<file path="src/rtl/spd_pkg.sv">
package spd_pkg;
  localparam int BYTE_W  = 8;
  localparam int DTYPE_W = 4;
  localparam int SEL_W   = 3;

  typedef enum logic [1:0] {EOP_START, EOP_STOP, EOP_BYTE} eng_op_e;

  typedef enum logic [3:0] {
    SQ_IDLE, SQ_START, SQ_ADDR_W, SQ_OFFSET, SQ_WDATA,
    SQ_RSTART, SQ_ADDR_R, SQ_RDATA, SQ_STOP
  } seq_state_e;

  typedef struct packed {
    logic               rd;
    logic [DTYPE_W-1:0] dtype;
    logic [SEL_W-1:0]   sel;
    logic [BYTE_W-1:0]  offset;
    logic [BYTE_W-1:0]  wdata;
  } spd_cmd_t;
endpackage

</file>
<file path="src/rtl/spd_clk_tick.sv">
module spd_clk_tick #(
  parameter int DIV_W = 8
) (
  input  logic             clk_i,
  input  logic             rst_ni,
  input  logic             en_i,
  input  logic [DIV_W-1:0] div_i,
  output logic             tick_o
);
  logic [DIV_W-1:0] cnt_q;

  always_ff @(posedge clk_i or negedge rst_ni) begin
    if (!rst_ni)             cnt_q <= '0;
    else if (!en_i)          cnt_q <= '0;
    else if (cnt_q == div_i) cnt_q <= '0;
    else                     cnt_q <= cnt_q + 1'b1;
  end

  assign tick_o = en_i && (cnt_q == div_i);
endmodule

</file>
<file path="src/rtl/spd_bit_engine.sv">
module spd_bit_engine
  import spd_pkg::*;
#(
  parameter int DIV_W = 8
) (
  input  logic              clk_i,
  input  logic              rst_ni,
  input  logic [DIV_W-1:0]  div_i,
  input  logic              go_i,
  input  eng_op_e           op_i,
  input  logic [BYTE_W-1:0] tx_i,
  input  logic              sda_i,
  output logic              done_o,
  output logic [BYTE_W-1:0] rx_o,
  output logic              ack_o,
  output logic              scl_oe_o,
  output logic              sda_oe_o
);
  localparam int NBITS = BYTE_W + 1;          // data bits plus acknowledge slot
  localparam int BIT_W = $clog2(NBITS + 1);

  logic             active_q, tick;
  eng_op_e          op_q;
  logic [1:0]       ph_q;
  logic [BIT_W-1:0] bit_q;
  logic [NBITS-1:0] tx_sh_q, rx_sh_q;
  logic             scl_low_q, sda_low_q;

  spd_clk_tick #(.DIV_W(DIV_W)) u_tick (
    .clk_i (clk_i),
    .rst_ni(rst_ni),
    .en_i  (active_q),
    .div_i (div_i),
    .tick_o(tick)
  );

  always_ff @(posedge clk_i or negedge rst_ni) begin
    if (!rst_ni) begin
      active_q  <= 1'b0;
      op_q      <= EOP_START;
      ph_q      <= '0;
      bit_q     <= '0;
      tx_sh_q   <= '0;
      rx_sh_q   <= '0;
      scl_low_q <= 1'b0;
      sda_low_q <= 1'b0;
      done_o    <= 1'b0;
    end else begin
      done_o <= 1'b0;
      if (go_i && !active_q) begin
        active_q <= 1'b1;
        op_q     <= op_i;
        ph_q     <= '0;
        bit_q    <= '0;
        tx_sh_q  <= {tx_i, 1'b1};              // ack slot released
      end else if (active_q && tick) begin
        ph_q <= ph_q + 1'b1;
        unique case (op_q)
          EOP_START: begin                      // also serves as repeated START
            unique case (ph_q)
              2'd0: sda_low_q <= 1'b0;
              2'd1: scl_low_q <= 1'b0;
              2'd2: sda_low_q <= 1'b1;
              default: begin
                scl_low_q <= 1'b1;
                active_q  <= 1'b0;
                done_o    <= 1'b1;
              end
            endcase
          end
          EOP_STOP: begin
            unique case (ph_q)
              2'd0: begin sda_low_q <= 1'b1; scl_low_q <= 1'b1; end
              2'd1: scl_low_q <= 1'b0;
              default: begin
                sda_low_q <= 1'b0;
                active_q  <= 1'b0;
                done_o    <= 1'b1;
              end
            endcase
          end
          default: begin
            unique case (ph_q)
              2'd0: sda_low_q <= ~tx_sh_q[NBITS-1];
              2'd1: scl_low_q <= 1'b0;
              2'd2: rx_sh_q   <= {rx_sh_q[NBITS-2:0], sda_i};
              default: begin
                scl_low_q <= 1'b1;
                tx_sh_q   <= {tx_sh_q[NBITS-2:0], 1'b1};
                bit_q     <= bit_q + 1'b1;
                if (bit_q == BIT_W'(NBITS - 1)) begin
                  active_q <= 1'b0;
                  done_o   <= 1'b1;
                end
              end
            endcase
          end
        endcase
      end
    end
  end

  assign rx_o     = rx_sh_q[NBITS-1:1];
  assign ack_o    = ~rx_sh_q[0];
  assign scl_oe_o = scl_low_q;
  assign sda_oe_o = sda_low_q;
endmodule

</file>
<file path="src/rtl/spd_sequencer.sv">
module spd_sequencer
  import spd_pkg::*;
(
  input  logic              clk_i,
  input  logic              rst_ni,
  input  logic              cmd_we_i,
  input  spd_cmd_t          cmd_i,
  input  logic              eng_done_i,
  input  logic [BYTE_W-1:0] eng_rx_i,
  input  logic              eng_ack_i,
  output logic              eng_go_o,
  output eng_op_e           eng_op_o,
  output logic [BYTE_W-1:0] eng_tx_o,
  output logic              busy_o,
  output logic              rd_valid_o,
  output logic              wr_done_o,
  output logic              bus_err_o,
  output logic [BYTE_W-1:0] rd_data_o
);
  seq_state_e        state_q, nxt_state;
  spd_cmd_t          cmd_q;
  logic              err_q, nack;
  logic [BYTE_W-1:0] rd_byte_q;

  always_comb begin
    nxt_state = state_q;
    nack      = 1'b0;
    unique case (state_q)
      SQ_START:  nxt_state = SQ_ADDR_W;
      SQ_ADDR_W: begin nack = !eng_ack_i; nxt_state = nack ? SQ_STOP : SQ_OFFSET; end
      SQ_OFFSET: begin
        nack      = !eng_ack_i;
        nxt_state = nack ? SQ_STOP : (cmd_q.rd ? SQ_RSTART : SQ_WDATA);
      end
      SQ_WDATA:  begin nack = !eng_ack_i; nxt_state = SQ_STOP; end
      SQ_RSTART: nxt_state = SQ_ADDR_R;
      SQ_ADDR_R: begin nack = !eng_ack_i; nxt_state = nack ? SQ_STOP : SQ_RDATA; end
      SQ_RDATA:  nxt_state = SQ_STOP;
      SQ_STOP:   nxt_state = SQ_IDLE;
      default:   nxt_state = SQ_IDLE;
    endcase
  end

  always_comb begin
    unique case (state_q)
      SQ_START, SQ_RSTART: eng_op_o = EOP_START;
      SQ_STOP:             eng_op_o = EOP_STOP;
      default:             eng_op_o = EOP_BYTE;
    endcase
    unique case (state_q)
      SQ_ADDR_W: eng_tx_o = {cmd_q.dtype, cmd_q.sel, 1'b0};
      SQ_ADDR_R: eng_tx_o = {cmd_q.dtype, cmd_q.sel, 1'b1};
      SQ_OFFSET: eng_tx_o = cmd_q.offset;
      SQ_WDATA:  eng_tx_o = cmd_q.wdata;
      default:   eng_tx_o = '1;               // read slot: SDA released
    endcase
  end

  always_ff @(posedge clk_i or negedge rst_ni) begin
    if (!rst_ni) begin
      state_q    <= SQ_IDLE;
      cmd_q      <= '0;
      err_q      <= 1'b0;
      rd_byte_q  <= '0;
      eng_go_o   <= 1'b0;
      rd_valid_o <= 1'b0;
      wr_done_o  <= 1'b0;
      bus_err_o  <= 1'b0;
      rd_data_o  <= '0;
    end else begin
      eng_go_o <= 1'b0;
      if (state_q == SQ_IDLE) begin
        if (cmd_we_i) begin
          cmd_q     <= cmd_i;
          err_q     <= 1'b0;
          bus_err_o <= 1'b0;
          if (cmd_i.rd) rd_valid_o <= 1'b0;
          else          wr_done_o  <= 1'b0;
          state_q  <= SQ_START;
          eng_go_o <= 1'b1;
        end
      end else if (eng_done_i) begin
        state_q <= nxt_state;
        if (nack) err_q <= 1'b1;
        if (state_q == SQ_RDATA) rd_byte_q <= eng_rx_i;
        if (nxt_state != SQ_IDLE) eng_go_o <= 1'b1;
        if (state_q == SQ_STOP) begin
          if (err_q)         bus_err_o <= 1'b1;
          else if (cmd_q.rd) begin rd_valid_o <= 1'b1; rd_data_o <= rd_byte_q; end
          else               wr_done_o <= 1'b1;
        end
      end
    end
  end

  assign busy_o = (state_q != SQ_IDLE);
endmodule

</file>
<file path="src/rtl/spd_cmd_ctrl.sv">
module spd_cmd_ctrl
  import spd_pkg::*;
#(
  parameter int DIV_W = 8
) (
  input  logic               clk_i,
  input  logic               rst_ni,
  input  logic [DIV_W-1:0]   clk_div_i,
  input  logic               cmd_we_i,
  input  logic               cmd_rd_i,
  input  logic [DTYPE_W-1:0] cmd_dev_type_i,
  input  logic [SEL_W-1:0]   cmd_dev_sel_i,
  input  logic [BYTE_W-1:0]  cmd_offset_i,
  input  logic [BYTE_W-1:0]  cmd_wdata_i,
  output logic               busy_o,
  output logic               rd_valid_o,
  output logic               wr_done_o,
  output logic               bus_err_o,
  output logic [BYTE_W-1:0]  rd_data_o,
  output logic               scl_oe_o,
  output logic               sda_oe_o,
  input  logic               sda_i
);
  spd_cmd_t          cmd;
  logic              eng_go, eng_done, eng_ack;
  eng_op_e           eng_op;
  logic [BYTE_W-1:0] eng_tx, eng_rx;

  assign cmd = '{rd: cmd_rd_i, dtype: cmd_dev_type_i, sel: cmd_dev_sel_i,
                 offset: cmd_offset_i, wdata: cmd_wdata_i};

  spd_sequencer u_seq (
    .clk_i     (clk_i),
    .rst_ni    (rst_ni),
    .cmd_we_i  (cmd_we_i),
    .cmd_i     (cmd),
    .eng_done_i(eng_done),
    .eng_rx_i  (eng_rx),
    .eng_ack_i (eng_ack),
    .eng_go_o  (eng_go),
    .eng_op_o  (eng_op),
    .eng_tx_o  (eng_tx),
    .busy_o    (busy_o),
    .rd_valid_o(rd_valid_o),
    .wr_done_o (wr_done_o),
    .bus_err_o (bus_err_o),
    .rd_data_o (rd_data_o)
  );

  spd_bit_engine #(.DIV_W(DIV_W)) u_eng (
    .clk_i   (clk_i),
    .rst_ni  (rst_ni),
    .div_i   (clk_div_i),
    .go_i    (eng_go),
    .op_i    (eng_op),
    .tx_i    (eng_tx),
    .sda_i   (sda_i),
    .done_o  (eng_done),
    .rx_o    (eng_rx),
    .ack_o   (eng_ack),
    .scl_oe_o(scl_oe_o),
    .sda_oe_o(sda_oe_o)
  );
endmodule

</file>
<file path="config.mk">
export PLATFORM = sky130hd
export DESIGN_NAME = spd_cmd_ctrl
export DESIGN_NICKNAME = d
export VERILOG_FILES = /design/src/rtl/spd_pkg.sv /design/src/rtl/spd_clk_tick.sv /design/src/rtl/spd_bit_engine.sv /design/src/rtl/spd_sequencer.sv /design/src/rtl/spd_cmd_ctrl.sv
export SDC_FILE = /design/constraint.sdc
export NUM_CORES = 1
export LEC_CHECK = 0
export ABC_AREA = 1
export BUFFER_PORTS_ARGS = -buffer_cell sky130_fd_sc_hd__buf_2
export CELL_PAD_IN_SITES_DETAIL_PLACEMENT = 1
export CELL_PAD_IN_SITES_GLOBAL_PLACEMENT = 1
export CORE_MARGIN = 4
export CORE_UTILIZATION = 37
export CTS_CLUSTER_SIZE = 30
export DETAILED_ROUTE_END_ITERATION = 16
export PLACE_DENSITY_LB_ADDON = 0.1
export SLEW_MARGIN = 0
export SYNTH_ARGS = -nofsm -noshare
export SYNTH_HDL_FRONTEND = slang
export SYNTH_SLANG_ARGS = --single-unit
</file>
<file path="constraint.sdc">
create_clock -name clk_i -period 1.5 [get_ports clk_i]
set_clock_uncertainty 0.2 [all_clocks]
set_input_delay 0.3 -clock clk_i [delete_from_list [all_inputs] [get_ports clk_i]]
set_output_delay 0.3 -clock clk_i [all_outputs]
set_load 0.005 [all_outputs]
</file>
==> metrics, run 1 <==
static leakage=between 0.003 and 0.004 uW; time the worst path needs with I/O delays and setup=1.82 ns; worst min path class=input port to flop; clock power share=40.1%; maxcap violations=0; crit path launch type=flop; CP Depth=11; class of the most critical setup path=flop to flop; Skew-Pair Late Insertion Delay=0.35 ns; Final GP Congestion=just over 0.8; Post-synth ARST share=between 90% and 100%; peak supply drop=677 uV; Layout area overhead=58.0%; GRT Overall Usage=21.2%; detailed placement HPWL=between 8000 and 9000 um; DRT Pass-1 Iters=4; H-tree depth=3; First DRT Iteration DRCs=135; CP Cell Sequence=nor2_4 > nand2_4 > buf_6 > inv_8 > nand2_8 > nand2_4 > inv_4 > nor2_4 > nand3_2 > nand2_1 > o21ai_1; num ports=50; CTS root buffer=clkbuf_16; critical path buffer and inverter count=3; Arr. time, crit path=about 1.9 ns; clk sink count=87; unrepaired setup endpoints after global routing=yes; maximum clock insertion buffer count=2; # rows=39; detailed-route DRC error count=0; Required @ worst endpoint=about 1.5 ns; Post-synth top flop=dfrtp_1; crit end category=flop; #FFs+latches synth=87; FMAX=about 550 MHz; Starting Density=37.9%; Syn Area/Cell=8.28 sq um; Worst-path clk slew=0.07 ns; pins over their slew limit=0; wire length per cell=about 16 um; Die X=between 100 and 150 um; first-pass GRT wire length=between 20000 and 25000 um; Combinational Power Share=19.2%; R2R cell count=11; Reg power frac=40.7%; Antenna diodes=0; failing checks=setup timing; Slew headroom=65.6%; Final Hold Vio Count=0; Area contributors post-synth=dfrtp_1, nand2_1, nand3_1; P_sw=1660 uW; drt total wl=13700 um; TritonCTS buffer count=9; Setup WS post-layout=-0.317 ns; Layout Utilization=59.9%; pin count of the biggest net entering global routing=24; synthesized netlist cell count=523; DR vias/cell=4.94; fin crit share=121%; EDFF count, synth=0; Die Ht=approximately 120 um; initial antenna violation count=0; critical path's top delay family=simple AND/OR/NAND/NOR gates; top cells by count, synth=nand2_1, dfrtp_1, nand3_1; DIE AREA=0.0135 sq mm; Hold Path Cell Cnt=3; share of the synthesized area in the top cell type=50.3%; post-synth top area cell=dfrtp_1; Sw Share=26.5%; count of final setup violators=80; grt ovf=0; CORE AREA=0.0114 sq mm; number of synthesis warnings=0; Net Count, Synth=roughly 570; Setup TNS Final=-14.05 ns; Synth Cell Area=0.00433 sq mm; most common cell in the netlist=nand2_1; ANT nets after route=0; layout cells sized above 1=44.0%; Yosys cell types=37; CP max FO=4; vias in the first global route=4574; CTS tree=done; PD cells=around 910 mW/mm^2; # port buffers=49; Least-Margin Pin Slew=approximately 0.52 ns; post-synthesis sequential area ratio=50.3%; via count=4148; Crit path largest cell delay=0.45 ns; Max stage delay cell, worst path=dfrtp_2; Int Power=4600 uW; net count of the finished layout=approximately 730; status=finished with violations
state kept, by name, summed over array words and instances, names as in the netlist, 4 cells and up:
name,flops
u_eng.u_tick.cnt_q,8
u_seq.state_q,4
u_eng.bit_q,4
u_seq.cmd_q,24
u_eng.tx_sh_q,9
u_seq.rd_byte_q,8
u_eng.rx_sh_q,9
u_seq.rd_data_o,8
power by group through the flow:
stage	clock network (uW)	registers (uW)	logic, uW
2_1_floorplan	0	2600	431
3_3_place_gp	0	2580	901
3_5_place_dp	0	2580	936
4_1_cts	2550	2540	1160
5_1_grt	2650	2560	1360
6_report	2510	2550	1200
path summary, 6_finish.rpt:
| kind | from | end | slack, ns |
|---|---|---|---|
| max | u_seq.state_q[0]$_DFFE_PN0P_ | u_seq.wr_done_o$_DFFE_PN0P_ | -0.32 |
| min | cmd_rd_i | u_seq.cmd_q[23]$_DFFE_PN0P_ | 0.04 |
| max reg2reg | u_seq.state_q[0]$_DFFE_PN0P_ | u_seq.wr_done_o$_DFFE_PN0P_ | -0.32 |
| min reg2reg | u_eng.tx_sh_q[0]$_DFFE_PN0P_ | u_eng.tx_sh_q[0]$_DFFE_PN0P_ | 0.27 |
| max in group asynchronous | rst_ni | u_seq.rd_data_o[6]$_DFFE_PN0P_ | 0.40 |
| min in group asynchronous | rst_ni | u_eng.u_tick.cnt_q[4]$_DFF_PN0_ | 0.19 |
layout by cell type (no fill, tap or decap), drive strengths merged:
master / instances
nand2: 179
buf: 145
dfrtp: 87
nand3: 61
nor2: 60
inv: 50
o21ai: 26
dlygate4sd3: 25
a21oi: 11
clkbuf: 10
ha: 7
xnor2: 5
nor3: 5
xor2: 4
nand4: 4
clkinv: 4
o22ai: 3
a31oi: 2
bufinv: 2
nor3b: 2
o211ai: 1
o21a: 1
nand3b: 1
a22oi: 1
final cells by class:
cell class / count / area [sq um]
tap: 143 / 179
timing repair buffer: 170 / 1420
multi-input combinational: 373 / 2500
clock buffer: 10 / 239
fill: 1299 / 4580
clock inverter: 6 / 91.3
inverter: 50 / 235
sequential: 87 / 2180
worst min-delay path: stages:
cell	delay, ns
buf_2	0.13
nand2_4	0.06
o21ai_2	0.06
what timing repair did:
action                                 4_1_cts  5_1_grt
cloned                                       4        0
buffers inserted                            20        6
pin swaps                                   36       32
endpoints found under the hold margin      111        0
setup endpoints to repair                   81       88
resized for setup                          123       78
hold buffers                                25        0
routing by layer:
| metal | vias up | track usage, % | routed length (um) |
|---|---|---|---|
| li1 | 2010 | - | - |
| met1 | 2054 | 23.5 | 5440 |
| met2 | 62 | 40.9 | 7650 |
| met3 | 22 | 3.78 | 366 |
| met4 | 0 | 6.96 | 244 |
| met5 | - | 0 | 0 |
logic make-up after synthesis:
kind of cell    share of synthesized area, %
xor+xnor                                1.82
fa+ha+maj                               2.02
flops                                   50.3
simple gates                            32.1
compound gates                          6.30
buf+inv                                 7.45
through the flow:
stage                     hold WS (ns)  instances  total power, uW  setup WS [ns]  instance area (sq um)
final                           0.0384        839             6260         -0.317                   6840
after global routing            0.0202        839             6570         -0.410                   6840
after CTS                       0.0134        836             6250         -0.246                   6560
after detailed placement        0.0213        773             3520         -0.273                   5280
after global placement          0.0195        773             3480         -0.208                   5280
after floorplan                 -0.196        523             3040         -0.103                   4360
Note: power is estimated with default switching activity, not from simulation.
==> run 2, diff against run 1 <==
PLACE_DENSITY = 0.73   (was default)
PLACE_DENSITY_LB_ADDON = default   (was 0.1)
==> run 2 against run 1 <==
- the run still ends with setup timing left
- first-iteration DRC count grew 16%
- register-to-register slack got worse by 0.09 ns
- sequential share of layout area fell by 0.83 points
- cell count shrank 0.72%
- flip-flop and latch count stayed put
- die area did not move
- combinational power hardly changed
- largest cell class unchanged
- highest routed layer unchanged
==> metrics, run 2 (synthesis gave the netlist of run 1 again) <==
pin count of the biggest net entering global routing=52 (was 24); Setup WS post-layout=-0.412 ns (was -0.317 ns); class of the most critical setup path=flop to flop (unchanged); Skew-Pair Late Insertion Delay=0.36 ns (was 0.35 ns); layout cells sized above 1=48.6% (was 44.0%); Fillers=1256 (was 1299); detailed placement HPWL=8200 um (was 8370 um); unrepaired setup endpoints after global routing=yes (unchanged); max reg flops=24 (unchanged); crit end category=flop (unchanged); Starting Density=37.9% (unchanged); status=finished with violations (unchanged); Worst R2R Start=u_seq.state_q[1]$_DFFE_PN0P_ (was u_seq.state_q[0]$_DFFE_PN0P_); grt ovf=0 (unchanged); initial antenna violation count=0 (unchanged); DIE AREA=0.0135 sq mm (unchanged); vias in the first global route=4563 (was 4574); Least-Margin Pin Slew=0.632 ns (was 0.516 ns); Int Power=4400 uW (was 4600 uW); P_sw=1760 uW (was 1660 uW); M1 GR Usage=22.9% (was 23.5%); clk sink count=87 (unchanged); CORE AREA=0.0114 sq mm (unchanged); Sw Share=28.6% (was 26.5%); drt total wl=16300 um (was 13700 um); met3 Track Usage GR=6.06% (was 3.78%); H-tree depth=3 (unchanged); PD cells=877 mW/mm^2 (was 914 mW/mm^2); maxcap violations=0 (unchanged); wire length per cell=19.5 um (was 16.3 um); Worst-path clk slew=0.07 ns (about the same); # rows=39 (unchanged); detailed-route DRC error count=0 (unchanged); CTS tree=done (unchanged); first-pass GRT wire length=22500 um (was 22300 um); Required @ worst endpoint=1.59 ns (was 1.54 ns); DR vias/cell=5.19 (was 4.94); First DRT Iteration DRCs=156 (was 135); count of final setup violators=88 (was 80); time the worst path needs with I/O delays and setup=1.91 ns (was 1.82 ns); Final Hold Vio Count=0 (unchanged); gr busiest metal=met2 (unchanged); r2r endpoint=u_eng.tx_sh_q[5]$_DFFE_PN0P_ (was u_seq.wr_done_o$_DFFE_PN0P_); via count=4321 (was 4148); TritonCTS buffer count=9 (unchanged); Layout area overhead=62.2% (was 58.0%); Largest regs=u_seq.cmd_q x24, u_eng.rx_sh_q x9, u_eng.tx_sh_q x9 (unchanged); crit path launch type=flop (unchanged); peak supply drop=1190 uV (was 677 uV); clock power share=38.6% (was 40.1%); CP max FO=6 (was 4); R2R cell count=9 (was 11); Reg power frac=41.5% (was 40.7%); static leakage=0.00344 uW (was 0.00337 uW); num ports=50 (unchanged); maximum clock insertion buffer count=2 (unchanged); Die X=116 um (unchanged); Setup TNS Final=-16.47 ns (was -14.05 ns); fin crit share=127% (was 121%); failing checks=setup timing (unchanged); most frequent cells in the layout=nand2_1, dfrtp_1, nand2_2, buf_2, buf_4 (was nand2_1, dfrtp_1, buf_4, buf_2, inv_1); # port buffers=49 (unchanged); Slew headroom=57.8% (was 65.6%); FF/Latch Area=0.00218 sq mm (unchanged); Final GP Congestion=0.846 (was 0.821); Combinational Power Share=19.9% (was 19.2%); DRT Pass-1 Iters=4 (unchanged); met2 Use GR=40.1% (was 40.9%); net count of the finished layout=728 (was 734); worst reg2reg setup slack=-0.41 ns (was -0.32 ns); pins over their slew limit=0 (unchanged); most common cell after layout, fill and taps aside=nand2_1 (unchanged); CTS root buffer=clkbuf_16 (unchanged); FMAX=523 MHz (was 550 MHz); multi-input logic area=0.00261 sq mm (was 0.00250 sq mm); Die Ht=116 um (unchanged); worst min path class=input port to async pin (was input port to flop); Antenna diodes=0 (unchanged); Fin Hold WS=0.119 ns (was 0.0384 ns); ANT nets after route=0 (unchanged); Largest Register=u_seq.cmd_q (unchanged); GRT Overall Usage=21.5% (was 21.2%); Arr. time, crit path=2.01 ns (was 1.86 ns)
## run 2: changes by cell type in the layout (fill, tap and decap cells not counted), moves of 3 or more
cell	delta
nor2_4	-6
nand2_1	-40
buf_12	+5
nand2_2	+27
a21oi_2	-5
nand2_4	+15
nor2_1	+3
buf_4	-23
buf_6	+7
nand3_2	+5
a21oi_1	+5
nor2_2	+3
nand3_1	-5
## run 2: final cells by class
class,count,share of cell area [%]
multi-input cells,373,37.2
inverters,50,3.31
repair buffers,164,21.6
well taps,143,2.55
flip-flops and latches,87,31.0
clock buffers,9,3.21
clock inverters,7,1.16
## run 2: power groups by stage
| stage | clock network [uW] | logic (uW) | registers, uW |
|---|---|---|---|
| after floorplan | 0 | 431 | 2600 |
| after global placement | 0 | 877 | 2580 |
| after detailed placement | 0 | 921 | 2590 |
| after CTS | 2370 | 1130 | 2550 |
| after global routing | 2530 | 1350 | 2570 |
| final | 2380 | 1230 | 2550 |
## run 2: how the worst max path moves through the flow
| stage | slack, ns | endpoint | start | depth (start not counted) |
|---|---|---|---|---|
| 2_1_floorplan | -0.10 | u_seq.rd_data_o[7]$_DFFE_PN0P_ | u_seq.state_q[1]$_DFFE_PN0P_ | 8 |
| 3_3_place_gp | -0.23 | u_eng.tx_sh_q[6]$_DFFE_PN0P_ | u_eng.u_tick.cnt_q[5]$_DFF_PN0_ | 10 |
| 3_5_place_dp | -0.27 | u_eng.tx_sh_q[1]$_DFFE_PN0P_ | u_eng.u_tick.cnt_q[5]$_DFF_PN0_ | 10 |
| 4_1_cts | -0.26 | busy_o | u_seq.state_q[1]$_DFFE_PN0P_ | 4 |
| 5_1_grt | -0.46 | u_eng.tx_sh_q[5]$_DFFE_PN0P_ | u_seq.state_q[1]$_DFFE_PN0P_ | 9 |
| 6_report | -0.41 | u_eng.tx_sh_q[5]$_DFFE_PN0P_ | u_seq.state_q[1]$_DFFE_PN0P_ | 9 |
## run 2: per-layer routing
metal,routed length [um],share of wire (%),vias up
met2,9190,57,132
met4,791,4.9,0
met3,661,4.1,51
met1,5620,35,2146
li1,-,-,1992
met5,0,0,-
## run 2: critical path: stages (launching register included)
cell and delay, ns:
dfrtp_2 0.46, nor2_4 0.18, buf_6 0.14, buf_4 0.14
nand3_1 0.09, nand3_1 0.10, nor2_1 0.07, nor2_1 0.21
nand3_2 0.14, nand2_2 0.10
## run 2: metrics by stage
step	total power, uW	worst slack (ns)	instance area [sq um]	util [%]	instances
floorplan	3040	-0.103	4360	-	523
global placement	3460	-0.226	5180	45.4	758
detailed placement	3510	-0.271	5180	45.4	758
CTS	6050	-0.260	6400	56.1	823
global route	6450	-0.455	7030	61.5	833
finish	6160	-0.412	7030	61.5	833
## run 2: what timing repair did
item                                    4_1_cts  5_1_grt
endpoints found under the setup margin       87       88
pin swaps                                    33       44
hold endpoints to repair                    112        0
buffers inserted                             21       15
hold buffers                                 26        0
gates resized for setup                      96      165
cloned                                        6        3
==> run 3, diff against run 2 <==
CORE_UTILIZATION = 39   (was 37)
PLACE_DENSITY = 0.76   (was 0.73)
==> run 3 against run 2 <==
- the flow still finishes with violations (setup timing)
- global-route usage rose by 1.6 points
- first-iteration DRC count rose by 72%
- clock power fell by 22%
- total power fell by 6.0%
- sequential share of layout area rose by 0.77 points
- utilization rose by 1.7 points
- combinational power rose by 11%
- critical path depth did not move
- die area fell by 4.8%
- largest cell class unchanged
==> metrics, run 3 (synthesis gave the netlist of run 1 again) <==
Arr. time, crit path=2.11 ns (was 2.01 ns); vias in the first global route=4614 (was 4563); net count of the finished layout=735 (was 728); peak supply drop=793 uV (was 1190 uV); PD cells=845 mW/mm^2 (was 877 mW/mm^2); grt ovf=0 (unchanged); Die Ht=113 um (was 116 um); # rows=38 (was 39); First DRT Iteration DRCs=268 (was 156); via count=4532 (was 4321); Layout area overhead=58.2% (was 62.2%); Int Power=3960 uW (was 4400 uW); status=finished with violations (unchanged); Worst R2R Start=u_seq.state_q[3]$_DFFE_PN0P_ (was u_seq.state_q[1]$_DFFE_PN0P_); static leakage=0.00342 uW (was 0.00344 uW); layout cells sized above 1=47.5% (was 48.6%); count of final setup violators=88 (unchanged); max reg flops=24 (unchanged); Final GP Congestion=0.798 (was 0.846); crit path launch type=flop (unchanged); Slew headroom=62.6% (was 57.8%); GRT Overall Usage=23.1% (was 21.5%); Inst Count DP=756 (was 758); DR vias/cell=5.41 (was 5.19); Non-Filler Instances=837 (was 833); DRT Pass-1 Iters=4 (unchanged); ANT nets after route=0 (unchanged); wire length per cell=21.1 um (was 19.5 um); crit end category=flop (unchanged); detailed placement HPWL=8290 um (was 8200 um); class of the most critical setup path=flop to flop (unchanged); most frequent cells in the layout=nand2_1, dfrtp_1, buf_4, buf_2, nand2_2 (was nand2_1, dfrtp_1, nand2_2, buf_2, buf_4); CTS root buffer=clkbuf_8 (was clkbuf_16); most common cell after layout, fill and taps aside=nand2_1 (unchanged); time the worst path needs with I/O delays and setup=1.97 ns (was 1.91 ns); Largest regs=u_seq.cmd_q x24, u_eng.rx_sh_q x9, u_eng.tx_sh_q x9 (unchanged); FMAX=508 MHz (was 523 MHz); worst min path class=input port to async pin (unchanged); pins over their slew limit=0 (unchanged); unrepaired setup endpoints after global routing=yes (unchanged); first-pass GRT wire length=23300 um (was 22500 um); fin area=0.00685 sq mm (was 0.00703 sq mm); Starting Density=40.0% (was 37.9%); multi-input logic area=0.00254 sq mm (was 0.00261 sq mm); maxcap violations=0 (unchanged); Largest Register=u_seq.cmd_q (unchanged); Die X=113 um (was 116 um); failing checks=setup timing (unchanged); dpl ws=-0.280 ns (was -0.271 ns); FF/Latch Area=0.00218 sq mm (about the same); pin count of the biggest net entering global routing=53 (was 52); Fillers=1203 (was 1256); num ports=50 (unchanged); Final Hold Vio Count=0 (unchanged); CP max FO=5 (was 6); Setup WS post-layout=-0.469 ns (was -0.412 ns); H-tree depth=3 (unchanged); Skew-Pair Late Insertion Delay=0.41 ns (was 0.36 ns); initial antenna violation count=0 (unchanged); Antenna diodes=0 (unchanged); P_sw=1830 uW (was 1760 uW); Combinational Power Share=23.4% (was 19.9%); CTS tree=done (unchanged); detailed-route DRC error count=0 (unchanged); maximum clock insertion buffer count=2 (unchanged); Sw Share=31.5% (was 28.6%); drt total wl=17700 um (was 16300 um); clk sink count=87 (unchanged); fin crit share=131% (was 127%); CORE AREA=0.0108 sq mm (was 0.0114 sq mm); Setup TNS Final=-22.48 ns (was -16.47 ns); placed cell area=0.00517 sq mm (was 0.00518 sq mm); Least-Margin Pin Slew=0.561 ns (was 0.632 ns); Required @ worst endpoint=1.64 ns (was 1.59 ns); worst setup path start=u_seq.state_q[3]$_DFFE_PN0P_ (was u_seq.state_q[1]$_DFFE_PN0P_); Worst-path clk slew=0.10 ns (was 0.07 ns); # port buffers=49 (unchanged); DIE AREA=0.0129 sq mm (was 0.0135 sq mm); Reg power frac=44.4% (was 41.5%); clock power share=32.1% (was 38.6%); TritonCTS buffer count=9 (unchanged)
## run 3: power groups by stage
stage | Combinational [uW] | Sequential (uW) | Clock, uW
2_1_floorplan | 431 | 2600 | 0
3_3_place_gp | 854 | 2580 | 0
3_5_place_dp | 910 | 2590 | 0
4_1_cts | 1110 | 2550 | 1830
5_1_grt | 1480 | 2580 | 1970
6_report | 1360 | 2570 | 1860
## run 3: through the flow
| stage | hold slack, ns | power [uW] | util, % |
|---|---|---|---|
| after detailed placement | -0.0781 | 3500 | 47.7 |
| after floorplan | -0.196 | 3040 | - |
| after global routing | 0.0592 | 6030 | 63.2 |
| after global placement | -0.0827 | 3440 | 47.7 |
| after CTS | 0.0528 | 5490 | 58.6 |
| final | 0.0558 | 5790 | 63.2 |
## run 3: worst max-delay path, stage by stage, from the launching register on
cell	delay (ns)
dfrtp_2	0.46
buf_6	0.14
nor2_4	0.24
buf_6	0.16
nand3_1	0.14
nand3_1	0.14
nor2_2	0.06
nor2_1	0.16
nand3_1	0.12
nand2_1	0.09
## run 3: final timing paths
kind                                              endpoint  slack, ns  depth (start not counted)
max                           u_eng.tx_sh_q[6]$_DFFE_PN0P_      -0.47                          9
min                        u_eng.u_tick.cnt_q[4]$_DFF_PN0_       0.06                          2
max reg2reg                   u_eng.tx_sh_q[6]$_DFFE_PN0P_      -0.47                          9
min reg2reg                     u_seq.cmd_q[6]$_DFFE_PN0P_       0.29                          2
max in group asynchronous   u_seq.rd_data_o[5]$_DFFE_PN0P_       0.46                          3
min in group clk_i             u_seq.bus_err_o$_DFFE_PN0P_       0.20                          5
## run 3: area by class of cell
class | count | share of cell area (%)
clock inverters | 6 | 1.11
inverters | 50 | 3.25
multi-input cells | 373 | 37.1
clock buffers | 10 | 2.01
repair buffers | 171 | 22.2
well taps | 140 | 2.56
flip-flops and latches | 87 | 31.8
## run 3: metal layers
layer  up-vias  track usage, %  wire [um]
met2       160            43.7       9700
met5         -               0          0
li1       2001               -          -
met4         0            10.0        862
met1      2299            25.2       6450
met3        72            4.19        643
## run 3: what timing repair did
action | in CTS | in global routing
pin swaps | 28 | 45
gates resized for setup | 100 | 127
hold buffers | 26 | 0
gates cloned | 8 | 0
endpoints found under the setup margin | 87 | 88
endpoints found under the hold margin | 112 | 0
buffers inserted | 20 | 15
